[src/rtl/pll_retune_pkg.sv]
package pll_retune_pkg;

    localparam int REG_W          = 32;
    localparam int POSTDIV_W      = 3;
    localparam int CHG_REQ_BIT    = 31;
    localparam int INLINE_EN_BIT  = 31;

    typedef enum logic [2:0] {
        RG_POSTDIV  = 3'd0,
        RG_DIVWORD  = 3'd1,
        RG_CHANGE   = 3'd2,
        RG_TUNER    = 3'd3,
        RG_TUNER_EN = 3'd4
    } reg_id_e;

    typedef enum logic [3:0] {
        ST_IDLE,
        ST_TUNER_OFF,
        ST_POSTDIV,
        ST_DIVWORD,
        ST_CHANGE,
        ST_TUNER_LOAD,
        ST_TUNER_ON,
        ST_SETTLE,
        ST_DONE
    } seq_state_e;

    typedef struct packed {
        logic             en;
        reg_id_e          id;
        logic [REG_W-1:0] data;
    } reg_wr_t;

    typedef struct packed {
        logic [REG_W-1:0] postdiv;
        logic [REG_W-1:0] divword;
        logic [REG_W-1:0] change;
        logic [REG_W-1:0] tuner;
        logic [REG_W-1:0] tuner_en;
    } reg_image_t;

    function automatic logic [REG_W-1:0] field_mask(input int lsb, input int width);
        logic [REG_W-1:0] m;
        m = '0;
        for (int i = 0; i < REG_W; i++) begin
            if (i >= lsb && i < lsb + width) m[i] = 1'b1;
        end
        return m;
    endfunction

    function automatic logic [REG_W-1:0] put_field(input logic [REG_W-1:0] word,
                                                   input logic [REG_W-1:0] val,
                                                   input int lsb, input int width);
        logic [REG_W-1:0] m;
        m = field_mask(lsb, width);
        return (word & ~m) | ((val << lsb) & m);
    endfunction

    function automatic logic [REG_W-1:0] bit_at(input int pos);
        return REG_W'(1) << pos;
    endfunction

endpackage

[src/rtl/pll_retune_settle.sv]
module pll_retune_settle #(
    parameter int CYCLES = 1000
) (
    input  logic clk,
    input  logic rst,
    input  logic run,
    output logic expire
);
    localparam int CW = (CYCLES < 2) ? 1 : $clog2(CYCLES + 1);
    localparam logic [CW-1:0] LAST = CW'(CYCLES - 1);

    logic [CW-1:0] cnt;

    always_ff @(posedge clk) begin
        if (rst || !run) cnt <= '0;
        else if (cnt != LAST) cnt <= cnt + 1'b1;
    end

    assign expire = run && (cnt == LAST);

    AST_SETTLE_RANGE: assert property (@(posedge clk) disable iff (rst)
        cnt <= LAST);
    AST_SETTLE_FULL: assert property (@(posedge clk) disable iff (rst)
        expire |-> run && (CYCLES == 1 || $past(run)));
endmodule

[src/rtl/pll_retune_regs.sv]
module pll_retune_regs import pll_retune_pkg::*; #(
    parameter int               POSTDIV_LSB  = 24,
    parameter bit               HAS_TEN_REG  = 1'b1,
    parameter bit               HAS_TUNER    = 1'b1,
    parameter int               TUNER_EN_BIT = 5,
    parameter logic [REG_W-1:0] PD_INIT      = '0,
    parameter logic [REG_W-1:0] PCW_INIT     = '0,
    parameter logic [REG_W-1:0] CHG_INIT     = '0,
    parameter logic [REG_W-1:0] TUN_INIT     = '0,
    parameter logic [REG_W-1:0] TEN_INIT     = '0
) (
    input  logic       clk,
    input  logic       rst,
    input  reg_wr_t    wr,
    output reg_image_t img
);
    localparam logic [REG_W-1:0] PD_MASK = field_mask(POSTDIV_LSB, POSTDIV_W);

    always_ff @(posedge clk) begin
        if (rst) begin
            img.postdiv  <= PD_INIT;
            img.divword  <= PCW_INIT;
            img.change   <= CHG_INIT;
            img.tuner    <= TUN_INIT;
            img.tuner_en <= TEN_INIT;
        end else if (wr.en) begin
            case (wr.id)
                RG_POSTDIV:  img.postdiv  <= wr.data;
                RG_DIVWORD:  img.divword  <= wr.data;
                RG_CHANGE:   img.change   <= wr.data;
                RG_TUNER:    img.tuner    <= wr.data;
                RG_TUNER_EN: img.tuner_en <= wr.data;
                default: ;
            endcase
        end
    end

    logic tuner_live;
    assign tuner_live = HAS_TEN_REG ? img.tuner_en[TUNER_EN_BIT]
                      : (HAS_TUNER ? img.tuner[INLINE_EN_BIT] : 1'b0);

    AST_TUNER_GATED: assert property (@(posedge clk) disable iff (rst)
        wr.en && (wr.id == RG_POSTDIV || wr.id == RG_DIVWORD) |-> !tuner_live);
    AST_PD_KEEP_OTHER: assert property (@(posedge clk) disable iff (rst)
        wr.en && wr.id == RG_POSTDIV |-> ((wr.data ^ img.postdiv) & ~PD_MASK) == '0);
    AST_CHG_KEEP_OTHER: assert property (@(posedge clk) disable iff (rst)
        wr.en && wr.id == RG_CHANGE |-> wr.data[CHG_REQ_BIT] &&
        ((wr.data ^ img.change) & ~bit_at(CHG_REQ_BIT)) == '0);
    AST_TUNER_PLUS_ONE: assert property (@(posedge clk) disable iff (rst)
        wr.en && wr.id == RG_TUNER && $past(wr.en && wr.id == RG_CHANGE)
        |-> wr.data == img.divword + 32'd1);
endmodule

[src/rtl/pll_retune_fsm.sv]
module pll_retune_fsm import pll_retune_pkg::*; #(
    parameter int PCW_W         = 22,
    parameter int DIVWORD_LSB   = 0,
    parameter int POSTDIV_LSB   = 24,
    parameter bit SHARED_PD_PCW = 1'b0,
    parameter bit HAS_TUNER     = 1'b1,
    parameter bit HAS_TEN_REG   = 1'b1,
    parameter int TUNER_EN_BIT  = 5
) (
    input  logic             clk,
    input  logic             rst,
    input  logic             start,
    input  logic [PCW_W-1:0] pcw_in,
    input  logic [2:0]       post_exp_in,
    input  reg_image_t       img,
    input  logic             settle_expire,
    output seq_state_e       state,
    output reg_wr_t          wr
);
    localparam int TUNER_CTRL = HAS_TEN_REG ? 2 : (HAS_TUNER ? 1 : 0);

    seq_state_e       nxt;
    logic [PCW_W-1:0] pcw_q;
    logic [2:0]       exp_q;
    logic             accept;

    assign accept = (state == ST_IDLE) && start;

    always_ff @(posedge clk) begin
        if (rst) begin
            state <= ST_IDLE;
            pcw_q <= '0;
            exp_q <= '0;
        end else begin
            state <= nxt;
            if (accept) begin
                pcw_q <= pcw_in;
                exp_q <= post_exp_in;
            end
        end
    end

    always_comb begin
        nxt = state;
        case (state)
            ST_IDLE:       if (start) nxt = ST_TUNER_OFF;
            ST_TUNER_OFF:  nxt = ST_POSTDIV;
            ST_POSTDIV:    nxt = ST_DIVWORD;
            ST_DIVWORD:    nxt = ST_CHANGE;
            ST_CHANGE:     nxt = ST_TUNER_LOAD;
            ST_TUNER_LOAD: nxt = ST_TUNER_ON;
            ST_TUNER_ON:   nxt = ST_SETTLE;
            ST_SETTLE:     if (settle_expire) nxt = ST_DONE;
            ST_DONE:       nxt = ST_IDLE;
            default:       nxt = ST_IDLE;
        endcase
    end

    logic [REG_W-1:0] pd_word;
    logic [REG_W-1:0] pcw_base;
    logic [REG_W-1:0] pcw_word;

    assign pd_word  = put_field(img.postdiv, REG_W'(exp_q), POSTDIV_LSB, POSTDIV_W);
    assign pcw_base = SHARED_PD_PCW ? put_field(img.divword, REG_W'(exp_q), POSTDIV_LSB, POSTDIV_W)
                                    : img.divword;
    assign pcw_word = put_field(pcw_base, REG_W'(pcw_q), DIVWORD_LSB, PCW_W);

    always_comb begin
        wr.en   = 1'b0;
        wr.id   = RG_POSTDIV;
        wr.data = '0;
        case (state)
            ST_TUNER_OFF: begin
                if (TUNER_CTRL == 2) begin
                    wr.en   = 1'b1;
                    wr.id   = RG_TUNER_EN;
                    wr.data = img.tuner_en & ~bit_at(TUNER_EN_BIT);
                end else if (TUNER_CTRL == 1) begin
                    wr.en   = 1'b1;
                    wr.id   = RG_TUNER;
                    wr.data = img.tuner & ~bit_at(INLINE_EN_BIT);
                end
            end
            ST_POSTDIV: begin
                if (!SHARED_PD_PCW) begin
                    wr.en   = 1'b1;
                    wr.id   = RG_POSTDIV;
                    wr.data = pd_word;
                end
            end
            ST_DIVWORD: begin
                wr.en   = 1'b1;
                wr.id   = RG_DIVWORD;
                wr.data = pcw_word;
            end
            ST_CHANGE: begin
                wr.en   = 1'b1;
                wr.id   = RG_CHANGE;
                wr.data = img.change | bit_at(CHG_REQ_BIT);
            end
            ST_TUNER_LOAD: begin
                if (HAS_TUNER) begin
                    wr.en   = 1'b1;
                    wr.id   = RG_TUNER;
                    wr.data = img.divword + 32'd1;
                end
            end
            ST_TUNER_ON: begin
                if (TUNER_CTRL == 2) begin
                    wr.en   = 1'b1;
                    wr.id   = RG_TUNER_EN;
                    wr.data = img.tuner_en | bit_at(TUNER_EN_BIT);
                end else if (TUNER_CTRL == 1) begin
                    wr.en   = 1'b1;
                    wr.id   = RG_TUNER;
                    wr.data = img.tuner | bit_at(INLINE_EN_BIT);
                end
            end
            default: ;
        endcase
    end

    AST_IDLE_NO_WRITE: assert property (@(posedge clk) disable iff (rst)
        (state == ST_IDLE || state == ST_SETTLE || state == ST_DONE) |-> !wr.en);
    AST_WORD_HELD: assert property (@(posedge clk) disable iff (rst)
        (state != ST_IDLE) |=> $stable(pcw_q) && $stable(exp_q));
    AST_CHG_AFTER_PCW: assert property (@(posedge clk) disable iff (rst)
        wr.en && wr.id == RG_CHANGE |-> $past(wr.en && wr.id == RG_DIVWORD));
    AST_SHARED_NO_PD: assert property (@(posedge clk) disable iff (rst)
        SHARED_PD_PCW && wr.en |-> wr.id != RG_POSTDIV);
endmodule

[src/rtl/pll_retune_seq.sv]
module pll_retune_seq import pll_retune_pkg::*; #(
    parameter int          PCW_W         = 22,
    parameter int          DIVWORD_LSB   = 0,
    parameter int          POSTDIV_LSB   = 24,
    parameter bit          SHARED_PD_PCW = 1'b0,
    parameter bit          HAS_TUNER     = 1'b1,
    parameter bit          HAS_TEN_REG   = 1'b1,
    parameter int          TUNER_EN_BIT  = 5,
    parameter int          SETTLE_CYCLES = 1000,
    parameter logic [31:0] PD_INIT       = 32'hA5A5_A5A5,
    parameter logic [31:0] PCW_INIT      = 32'h8000_0000,
    parameter logic [31:0] CHG_INIT      = 32'h0000_0001,
    parameter logic [31:0] TUN_INIT      = 32'h0000_0000,
    parameter logic [31:0] TEN_INIT      = 32'h0000_0020
) (
    input  logic             clk,
    input  logic             rst,
    input  logic             start,
    input  logic [PCW_W-1:0] pcw_in,
    input  logic [2:0]       post_exp_in,
    output logic             busy,
    output logic             done,
    output logic             wr_en,
    output logic [2:0]       wr_addr,
    output logic [31:0]      wr_data,
    output logic [31:0]      postdiv_reg,
    output logic [31:0]      divword_reg,
    output logic [31:0]      change_reg,
    output logic [31:0]      tuner_reg,
    output logic [31:0]      tuner_en_reg
);
    seq_state_e state;
    reg_wr_t    wr;
    reg_image_t img;
    logic       settle_expire;

    pll_retune_fsm #(
        .PCW_W(PCW_W), .DIVWORD_LSB(DIVWORD_LSB), .POSTDIV_LSB(POSTDIV_LSB),
        .SHARED_PD_PCW(SHARED_PD_PCW), .HAS_TUNER(HAS_TUNER),
        .HAS_TEN_REG(HAS_TEN_REG), .TUNER_EN_BIT(TUNER_EN_BIT)
    ) u_fsm (
        .clk(clk), .rst(rst), .start(start), .pcw_in(pcw_in),
        .post_exp_in(post_exp_in), .img(img), .settle_expire(settle_expire),
        .state(state), .wr(wr)
    );

    pll_retune_regs #(
        .POSTDIV_LSB(POSTDIV_LSB), .HAS_TEN_REG(HAS_TEN_REG), .HAS_TUNER(HAS_TUNER),
        .TUNER_EN_BIT(TUNER_EN_BIT), .PD_INIT(PD_INIT), .PCW_INIT(PCW_INIT),
        .CHG_INIT(CHG_INIT), .TUN_INIT(TUN_INIT), .TEN_INIT(TEN_INIT)
    ) u_regs (
        .clk(clk), .rst(rst), .wr(wr), .img(img)
    );

    pll_retune_settle #(.CYCLES(SETTLE_CYCLES)) u_settle (
        .clk(clk), .rst(rst), .run(state == ST_SETTLE), .expire(settle_expire)
    );

    assign busy         = (state != ST_IDLE);
    assign done         = (state == ST_DONE);
    assign wr_en        = wr.en;
    assign wr_addr      = wr.id;
    assign wr_data      = wr.data;
    assign postdiv_reg  = img.postdiv;
    assign divword_reg  = img.divword;
    assign change_reg   = img.change;
    assign tuner_reg    = img.tuner;
    assign tuner_en_reg = img.tuner_en;

    AST_DONE_THEN_IDLE: assert property (@(posedge clk) disable iff (rst)
        done |=> !busy && !done);
    AST_BUSY_ON_START: assert property (@(posedge clk) disable iff (rst)
        !busy && start |=> busy && !done);
endmodule

[config.mk]
export PLATFORM = sky130hd
export DESIGN_NAME = pll_retune_seq
export DESIGN_NICKNAME = d
export VERILOG_FILES = /design/src/rtl/pll_retune_pkg.sv /design/src/rtl/pll_retune_settle.sv /design/src/rtl/pll_retune_regs.sv /design/src/rtl/pll_retune_fsm.sv /design/src/rtl/pll_retune_seq.sv
export SDC_FILE = /design/constraint.sdc
export NUM_CORES = 1
export LEC_CHECK = 0
export BUFFER_PORTS_ARGS = -buffer_cell sky130_fd_sc_hd__buf_2
export CORE_MARGIN = 2
export CORE_UTILIZATION = 52
export CTS_CLUSTER_SIZE = 30
export DETAILED_ROUTE_END_ITERATION = 16
export MAX_ROUTING_LAYER = met4
export PLACE_DENSITY = 0.8
export SLEW_MARGIN = 5
export SYNTH_ARGS = -nofsm -noshare
export SYNTH_HDL_FRONTEND = slang
export SYNTH_SLANG_ARGS = --single-unit
export TNS_END_PERCENT = 100
[constraint.sdc]
create_clock -name clk -period 1.9 [get_ports clk]
set_input_delay 0.095 -clock clk [delete_from_list [all_inputs] [get_ports clk]]
set_output_delay 0.095 -clock clk [all_outputs]
set_load 0.005 [all_outputs]
==> results.sh, run 1 <==
export IMPL_p_int_uw=6960
export IMPL_io_pins=226
export IMPL_post_drt_wl_per_cell_microns=24.4
export IMPL_top_layer_used="met4"
export IMPL_cell_count_after_placement=1277
export IMPL_inserted_clock_buffers=17
export IMPL_final_setup_worst_slack_ps=-595
export IMPL_antenna_found_initial=0
export IMPL_worst_slew_pin_slew_ps=628
export IMPL_root_buffer_selected_by_cts="sky130_fd_sc_hd__clkbuf_16"
export IMPL_syn2layout_area_growth_pct=53.6
export IMPL_worstPathCellList="ha_4 -> nand3_1 -> buf_4 -> xor2_1 -> nor2_1 -> a211o_1 -> buf_2"
export IMPL_vias=8972
export IMPL_muxShareOfSynthArea=0.0221
export IMPL_insertedDiodeCount=0
export IMPL_met1_wl_microns=12300
export IMPL_initial_core_utilization=0.535
export IMPL_synthArstFlopShare=0
export IMPL_final_antenna_net_count=0
export IMPL_netlist_top_cell_by_area="sky130_fd_sc_hd__dfxtp_1"
export IMPL_ys_seq_elements=199
export IMPL_max_vdd_ir_drop_v=0.000684
export IMPL_synth_compound_gate_area_share=0.141
export IMPL_cp_data_arrival_time_ps=2400
export IMPL_synthesis_yosys_warnings=0
export IMPL_via_count_of_the_first_global_routing_pass=8000
export IMPL_placement_rows=44
export IMPL_area_of_the_die_sq_um=16000
export IMPL_synth_xor_area_share=0.0427
export IMPL_critPathLaunchType="flop"
export IMPL_post_route_min_period_ps=2490
export IMPL_detailed_routed_wire_length_on_met3_microns=4230
export IMPL_cts_htree_levels=4
export IMPL_tritoncts="done"
export IMPL_minimum_setup_slack_after_placement_ps=-44.0
export IMPL_syn_inst=861
export IMPL_synth_sequential_area_ratio=0.511
export IMPL_number_of_distinct_library_cell_variants_in_the_gate_level_netlist_after_synthesis=47
export IMPL_finClkSkew_ps=12.5
export IMPL_yosys_area_share_simple=0.249
export IMPL_grt_pass1_wl_microns=45200
export IMPL_synth_avg_cell_area_sq_um=9.06
export IMPL_synthDominantCellAreaShare=0.511
export IMPL_pwr_share_clk=0.400
export IMPL_final_core_util=0.821
export IMPL_ff2ff_path_depth=7
export IMPL_run_status="complete, but fails checks"
export IMPL_crit_fanout=4
export IMPL_placement_io_buffers=225
export IMPL_number_of_synthesized_flops_with_an_enable_pin=0
export IMPL_path_class="flop to output port"
export IMPL_die_height_microns=126
export IMPL_pwr_density_nw_per_um2=786
export IMPL_achievable_frequency_ghz=0.401
export IMPL_switching_share_of_total_power=0.261
export IMPL_cp_top_family="buffers and inverters"
export IMPL_drt_pre_antenna_iters=9
export IMPL_slew_limit_headroom=0.581
export IMPL_finish_net_count=1248
export IMPL_timing_critical_path_buf_inv=2
export IMPL_critical_path_required_ps=1800
export IMPL_fillers=721
export IMPL_violated_checks="setup timing"
export IMPL_crit_path_top_delay_cell="sky130_fd_sc_hd__dfxtp_4"
export IMPL_core_area_sq_um=14600
export IMPL_place_gp_congestion=0.894
export IMPL_timing_hold_worst_class="primary input to flop"
export IMPL_cts_sinks=199
export IMPL_critical_path_cell_count=7
export IMPL_share_comb_of_total_power=0.142
export IMPL_sequentialPowerShare=0.459
export IMPL_globalRouteTotalUtil=0.371
export IMPL_grt_max_degree=78
export IMPL_clkTransAtPathRegs_ps=80
export IMPL_layout_worst_path_cycle_share=1.31
export IMPL_grt_remaining_overflow=0
export IMPL_unrepaired_setup_endpoints_after_global_routing="yes"
export IMPL_synth_nets=891
export IMPL_synth_ff_type="sky130_fd_sc_hd__dfxtp_1"
export IMPL_final_cell_count_no_fill=1415
export IMPL_combinational_family_with_the_most_area_after_synthesis="simple AND/OR/NAND/NOR gates"
export IMPL_crit_path_max_incr_delay_ps=400
export IMPL_netlist_top_cells_area="sky130_fd_sc_hd__dfxtp_1, sky130_fd_sc_hd__nor2b_1, sky130_fd_sc_hd__nand2_1, sky130_fd_sc_hd__a21oi_1, sky130_fd_sc_hd__nor2_1"
export IMPL_max_cap_viol_count=0
export IMPL_detail_route_vias_per_cell=6.34
export IMPL_timing_hold_worst_path_depth=2
export IMPL_routed_wl_met2_microns=15300
export IMPL_switching_power_uw=2460
export IMPL_finalSetupViolations=48
export IMPL_clk_latency_ps=450
export IMPL_netlist_area_sq_um=7800
export IMPL_chipWidth_microns=126
export IMPL_place_detailed_hpwl_microns=17200
export IMPL_drive_above_1_share=0.451
export IMPL_static_leakage_power_uw=0.00532
export IMPL_drt_total_wl_microns=34600
export IMPL_max_clock_path_buffers=2
export IMPL_drt_first_iter_violations=1470
export IMPL_synth_adder_area_share=0.00321
export IMPL_report_final_slew_viol_count=0
export IMPL_remaining_drc_errors=0
export IMPL_end_kind="output port"
export IMPL_final_hold_viol_count=0
## per-layer routing
| layer | global-route usage | up-vias |
|---|---|---|
| met5 | - | - |
| met1 | 0.469 | 4167 |
| met3 | 0.0776 | 305 |
| met4 | 0.166 | 0 |
| met2 | 0.575 | 843 |
| li1 | - | 3657 |
## path summary, 6_finish.rpt
kind | start | endpoint | slack [ps]
max | u_regs.img[97] | wr_data[4] | -590
min reg2reg | u_fsm.pcw_q[17] | u_fsm.pcw_q[17] | 460
max reg2reg | u_regs.img[97] | u_regs.img[100] | -210
min | rst | u_regs.img[94] | 40
## synth_stat cells, drive strengths merged (6+ instances only)
master and instances:
a221oi 7, nor3 7, a222oi 11, nand3 22, xnor2 11, clkbuf 40, buf 18, xor2 27
a211oi 29, nor2b 89, nand4 15, mux2i 6, o21ai 25, mux2 10, nor2 78, nor4 6
nand2 118, dfxtp 199, a21oi 60, and3 9, or2 20, a22oi 15
## layout make-up
type                            count  area, sq um  area share
Clock inverter                     11          123      0.0102
Tap cell                          184          230      0.0192
Multi-Input combinational cell    600         4190       0.350
Clock buffer                       21          480      0.0401
Sequential cell                   199         4020       0.335
Inverter                            4         15.0     0.00125
Timing Repair Buffer              396         2920       0.244
## flip-flops by register name, summed over array words and instances (netlist names)
name and count:
u_settle.cnt 10, u_fsm.exp_q 3, u_fsm.state 4, u_fsm.pcw_q 22
u_regs.img 160
## layout by cell type (no fill, tap or decap), types with 7 or more instances in the layout
cell type	instances
sky130_fd_sc_hd__dfxtp_2	14
sky130_fd_sc_hd__a22oi_2	7
sky130_fd_sc_hd__or2_2	18
sky130_fd_sc_hd__nor2b_1	86
sky130_fd_sc_hd__nand2_2	9
sky130_fd_sc_hd__a22oi_1	8
sky130_fd_sc_hd__a211oi_1	20
sky130_fd_sc_hd__buf_2	221
sky130_fd_sc_hd__buf_4	92
sky130_fd_sc_hd__o21ai_1	13
sky130_fd_sc_hd__buf_6	35
sky130_fd_sc_hd__nand2_4	7
sky130_fd_sc_hd__nand2_1	101
sky130_fd_sc_hd__xor2_1	16
sky130_fd_sc_hd__xnor2_1	9
sky130_fd_sc_hd__nor2_1	69
sky130_fd_sc_hd__a222oi_1	11
sky130_fd_sc_hd__buf_12	10
sky130_fd_sc_hd__nand4_1	12
sky130_fd_sc_hd__mux2_4	7
sky130_fd_sc_hd__clkbuf_16	19
sky130_fd_sc_hd__dlygate4sd3_1	26
sky130_fd_sc_hd__a211oi_2	8
sky130_fd_sc_hd__xor2_2	10
sky130_fd_sc_hd__dfxtp_1	180
sky130_fd_sc_hd__a21oi_1	57
sky130_fd_sc_hd__nand3_1	14
## timing repair
action / 4_1_cts / 5_1_grt
pin swaps: 30 / 37
hold buffers: 26 / 0
gates cloned: 5 / 2
hold endpoints to repair: 26 / 0
endpoints found under the setup margin: 35 / 42
resized for setup: 137 / 82
setup buffers: 42 / 35
## per-stage QoR
step | area [sq um] | total power [uW] | setup TNS (ps) | hold WS, ps
after detailed placement | 9530 | 5200 | -83.8 | 344
after global placement | 9530 | 5190 | 0 | 343
after floorplan | 7800 | 4840 | 0 | 231
final | 12000 | 9420 | -13820 | 44.0
after global routing | 12000 | 9570 | -15170 | 54.2
after CTS | 11400 | 9040 | -6150 | 39.0
## power groups by stage
stage / Clock, uW / Sequential, uW / Combinational (uW)
final: 3760 / 4320 / 1330
after global routing: 3860 / 4320 / 1380
after CTS: 3660 / 4310 / 1070
after detailed placement: 0 / 4400 / 801
after global placement: 0 / 4400 / 791
after floorplan: 0 / 4390 / 444
## cells by family (layout without fill, tap and decap cells)
kind of cell | Yosys count | after routing
mux | 16 | 16
xor+xnor | 38 | 38
flops | 199 | 199
fa+ha+maj | 2 | 2
simple gates | 380 | 380
compound gates | 164 | 164
buf+inv | 62 | 432
No activity file was read; power rests on OpenSTA's default activity.
==> run 2, diff against run 1 <==
--- a/config.mk
+++ b/config.mk
@@ -12,6 +12,7 @@
 export DETAILED_ROUTE_END_ITERATION = 16
 export MAX_ROUTING_LAYER = met4
 export PLACE_DENSITY = 0.8
+export SETUP_SLACK_MARGIN = 0.1
 export SLEW_MARGIN = 5
 export SYNTH_ARGS = -nofsm -noshare
 export SYNTH_HDL_FRONTEND = slang
==> results.sh, run 2 (synthesized netlist as in run 1, its figures left out) <==
export IMPL_static_leakage_power_uw=0.00532
export IMPL_achievable_frequency_ghz=0.404
export IMPL_timing_hold_worst_class="primary input to flop"
export IMPL_max_vdd_ir_drop_v=0.000681
export IMPL_root_buffer_selected_by_cts="sky130_fd_sc_hd__clkbuf_16"
export IMPL_crit_path_top_delay_cell="sky130_fd_sc_hd__a222oi_1"
export IMPL_routed_wl_met2_microns=15900
export IMPL_finClkSkew_ps=10.8
export IMPL_pwr_density_nw_per_um2=783
export IMPL_final_antenna_net_count=0
export IMPL_slew_limit_headroom=0.585
export IMPL_cts_sinks=199
export IMPL_top_layer_used="met4"
export IMPL_timing_critical_path_buf_inv=4
export IMPL_crit_path_max_incr_delay_ps=520
export IMPL_grt_pass1_wl_microns=44600
export IMPL_placement_rows=44
export IMPL_final_hold_viol_count=0
export IMPL_area_of_the_die_sq_um=16000
export IMPL_largest_reg_flops=160
export IMPL_cts_htree_levels=4
export IMPL_cp_data_arrival_time_ps=2380
export IMPL_fillers=689
export IMPL_met1_wl_microns=12700
export IMPL_place_gp_congestion=0.894
export IMPL_inserted_clock_buffers=17
export IMPL_report_final_slew_viol_count=0
export IMPL_timing_critical_path_mode_cell="sky130_fd_sc_hd__buf_6"
export IMPL_unrepaired_setup_endpoints_after_global_routing="yes"
export IMPL_insertedDiodeCount=0
export IMPL_drt_pre_antenna_iters=10
export IMPL_chipWidth_microns=126
export IMPL_clkTransAtPathRegs_ps=80
export IMPL_layout_cells_most_common="sky130_fd_sc_hd__buf_2"
export IMPL_place_detailed_hpwl_microns=17200
export IMPL_cp_top_family="compound AO/OA/AOI/OAI gates"
export IMPL_drive_above_1_share=0.463
export IMPL_core_area_sq_um=14600
export IMPL_max_flop_register="u_regs.img"
export IMPL_max_cap_viol_count=0
export IMPL_dpl_instance_area_sq_um=9530
export IMPL_final_setup_worst_slack_ps=-575
export IMPL_end_kind="output port"
export IMPL_remaining_drc_errors=0
export IMPL_finalSetupViolations=47
export IMPL_drt_first_iter_violations=1637
export IMPL_antenna_found_initial=0
export IMPL_detailed_routed_wire_length_on_met3_microns=4480
export IMPL_via_count_of_the_first_global_routing_pass=7923
export IMPL_grt_max_degree=78
export IMPL_layout_top_registers="u_regs.img: 160 flops, u_fsm.pcw_q: 22 flops, u_settle.cnt: 10 flops"
export IMPL_clk_latency_ps=460
export IMPL_most_common_layout_cells="sky130_fd_sc_hd__buf_2, sky130_fd_sc_hd__dfxtp_1, sky130_fd_sc_hd__nand2_1"
export IMPL_worstPathCellList="buf_6 -> buf_8 -> buf_6 -> mux2_4 -> a222oi_1 -> o21ai_1 -> buf_2"
export IMPL_grt_remaining_overflow=0
export IMPL_critPathLaunchType="flop"
export IMPL_post_route_min_period_ps=2480
export IMPL_summed_area_of_non_filler_cells_in_the_final_layout_sq_um=12100
export IMPL_drt_total_wl_microns=36000
export IMPL_syn2layout_area_growth_pct=55.1
export IMPL_post_drt_wl_per_cell_microns=25.4
export IMPL_placement_io_buffers=225
export IMPL_violated_checks="setup timing"
export IMPL_die_height_microns=126
export IMPL_vias=9102
export IMPL_tritoncts="done"
export IMPL_detail_route_vias_per_cell=6.43
export IMPL_crit_fanout=7
export IMPL_final_core_util=0.829
export IMPL_run_status="complete, but fails checks"
export IMPL_finish_net_count=1248
export IMPL_initial_core_utilization=0.535
export IMPL_max_clock_path_buffers=2
export IMPL_worst_slew_pin_slew_ps=622
export IMPL_globalRouteTotalUtil=0.365
export IMPL_layout_worst_path_cycle_share=1.30
export IMPL_critical_path_required_ps=1800
export IMPL_io_pins=226
export IMPL_path_class="flop to output port"
==> run 2: cell counts in the layout (fill, tap and decap cells not counted) <==
Identical to the previous run, type by type.
==> run 2: path summary, 6_finish.rpt <==
check / start / to / slack (ps) / cells after the start
min: rst / u_regs.img[26] / 50 / 2
max: u_fsm.state[0] / wr_data[19] / -580 / 7
max reg2reg: u_regs.img[97] / u_regs.img[63] / -280 / 9
min reg2reg: u_fsm.pcw_q[17] / u_fsm.pcw_q[17] / 470 / 2
==> run 2: worst reg2reg max path: stages (launching register included) <==
cell and delay (ps):
sky130_fd_sc_hd__dfxtp_4 380, sky130_fd_sc_hd__buf_4 130, sky130_fd_sc_hd__nand4_4 120, sky130_fd_sc_hd__nor4_4 310, sky130_fd_sc_hd__buf_6 190, sky130_fd_sc_hd__nand4_1 200
sky130_fd_sc_hd__xor2_1 210, sky130_fd_sc_hd__buf_4 150, sky130_fd_sc_hd__buf_4 150, sky130_fd_sc_hd__a211oi_2 240
==> run 2: power breakdown <==
part | internal [uW] | switching (uW) | leakage (uW)
Combinational | 644 | 729 | 0.00340
Sequential | 4250 | 77.6 | 0.00162
Clock | 2080 | 1700 | 0.000299
==> run 2: area by class of cell <==
| class | count | area (sq um) | share of cell area |
|---|---|---|---|
| Timing Repair Buffer | 396 | 2960 | 0.244 |
| Inverter | 4 | 15.0 | 0.00124 |
| Sequential cell | 199 | 4020 | 0.332 |
| Clock inverter | 11 | 123 | 0.0101 |
| Tap cell | 184 | 230 | 0.0190 |
| Multi-Input combinational cell | 600 | 4280 | 0.354 |
| Clock buffer | 21 | 480 | 0.0397 |
==> run 2: per-layer routing <==
metal  vias up  track usage
met1      4165        0.456
met2       937        0.552
met3       322       0.0898
li1       3678            -
met5         -            -
met4         0        0.186
==> run 2: timing repair <==
action                                  CTS  global route
endpoints found under the setup margin   38            60
hold buffers                             26             0
cloned                                    5             2
resized for setup                       143            93
setup buffers                            42            33
hold endpoints to repair                 26             0
pin swaps                                33            48
==> run 2: stage by stage <==
stage	total power [uW]	setup TNS, ps	instances	worst slack [ps]	hold WS [ps]
4_1_cts	9060	-6150	1381	-301	39.0
3_3_place_gp	5190	0	1277	7.91	343
3_5_place_dp	5200	-83.8	1277	-44.0	344
6_report	9480	-13600	1415	-575	53.4
2_1_floorplan	4840	0	861	182	231
5_1_grt	9640	-14610	1415	-602	58.2
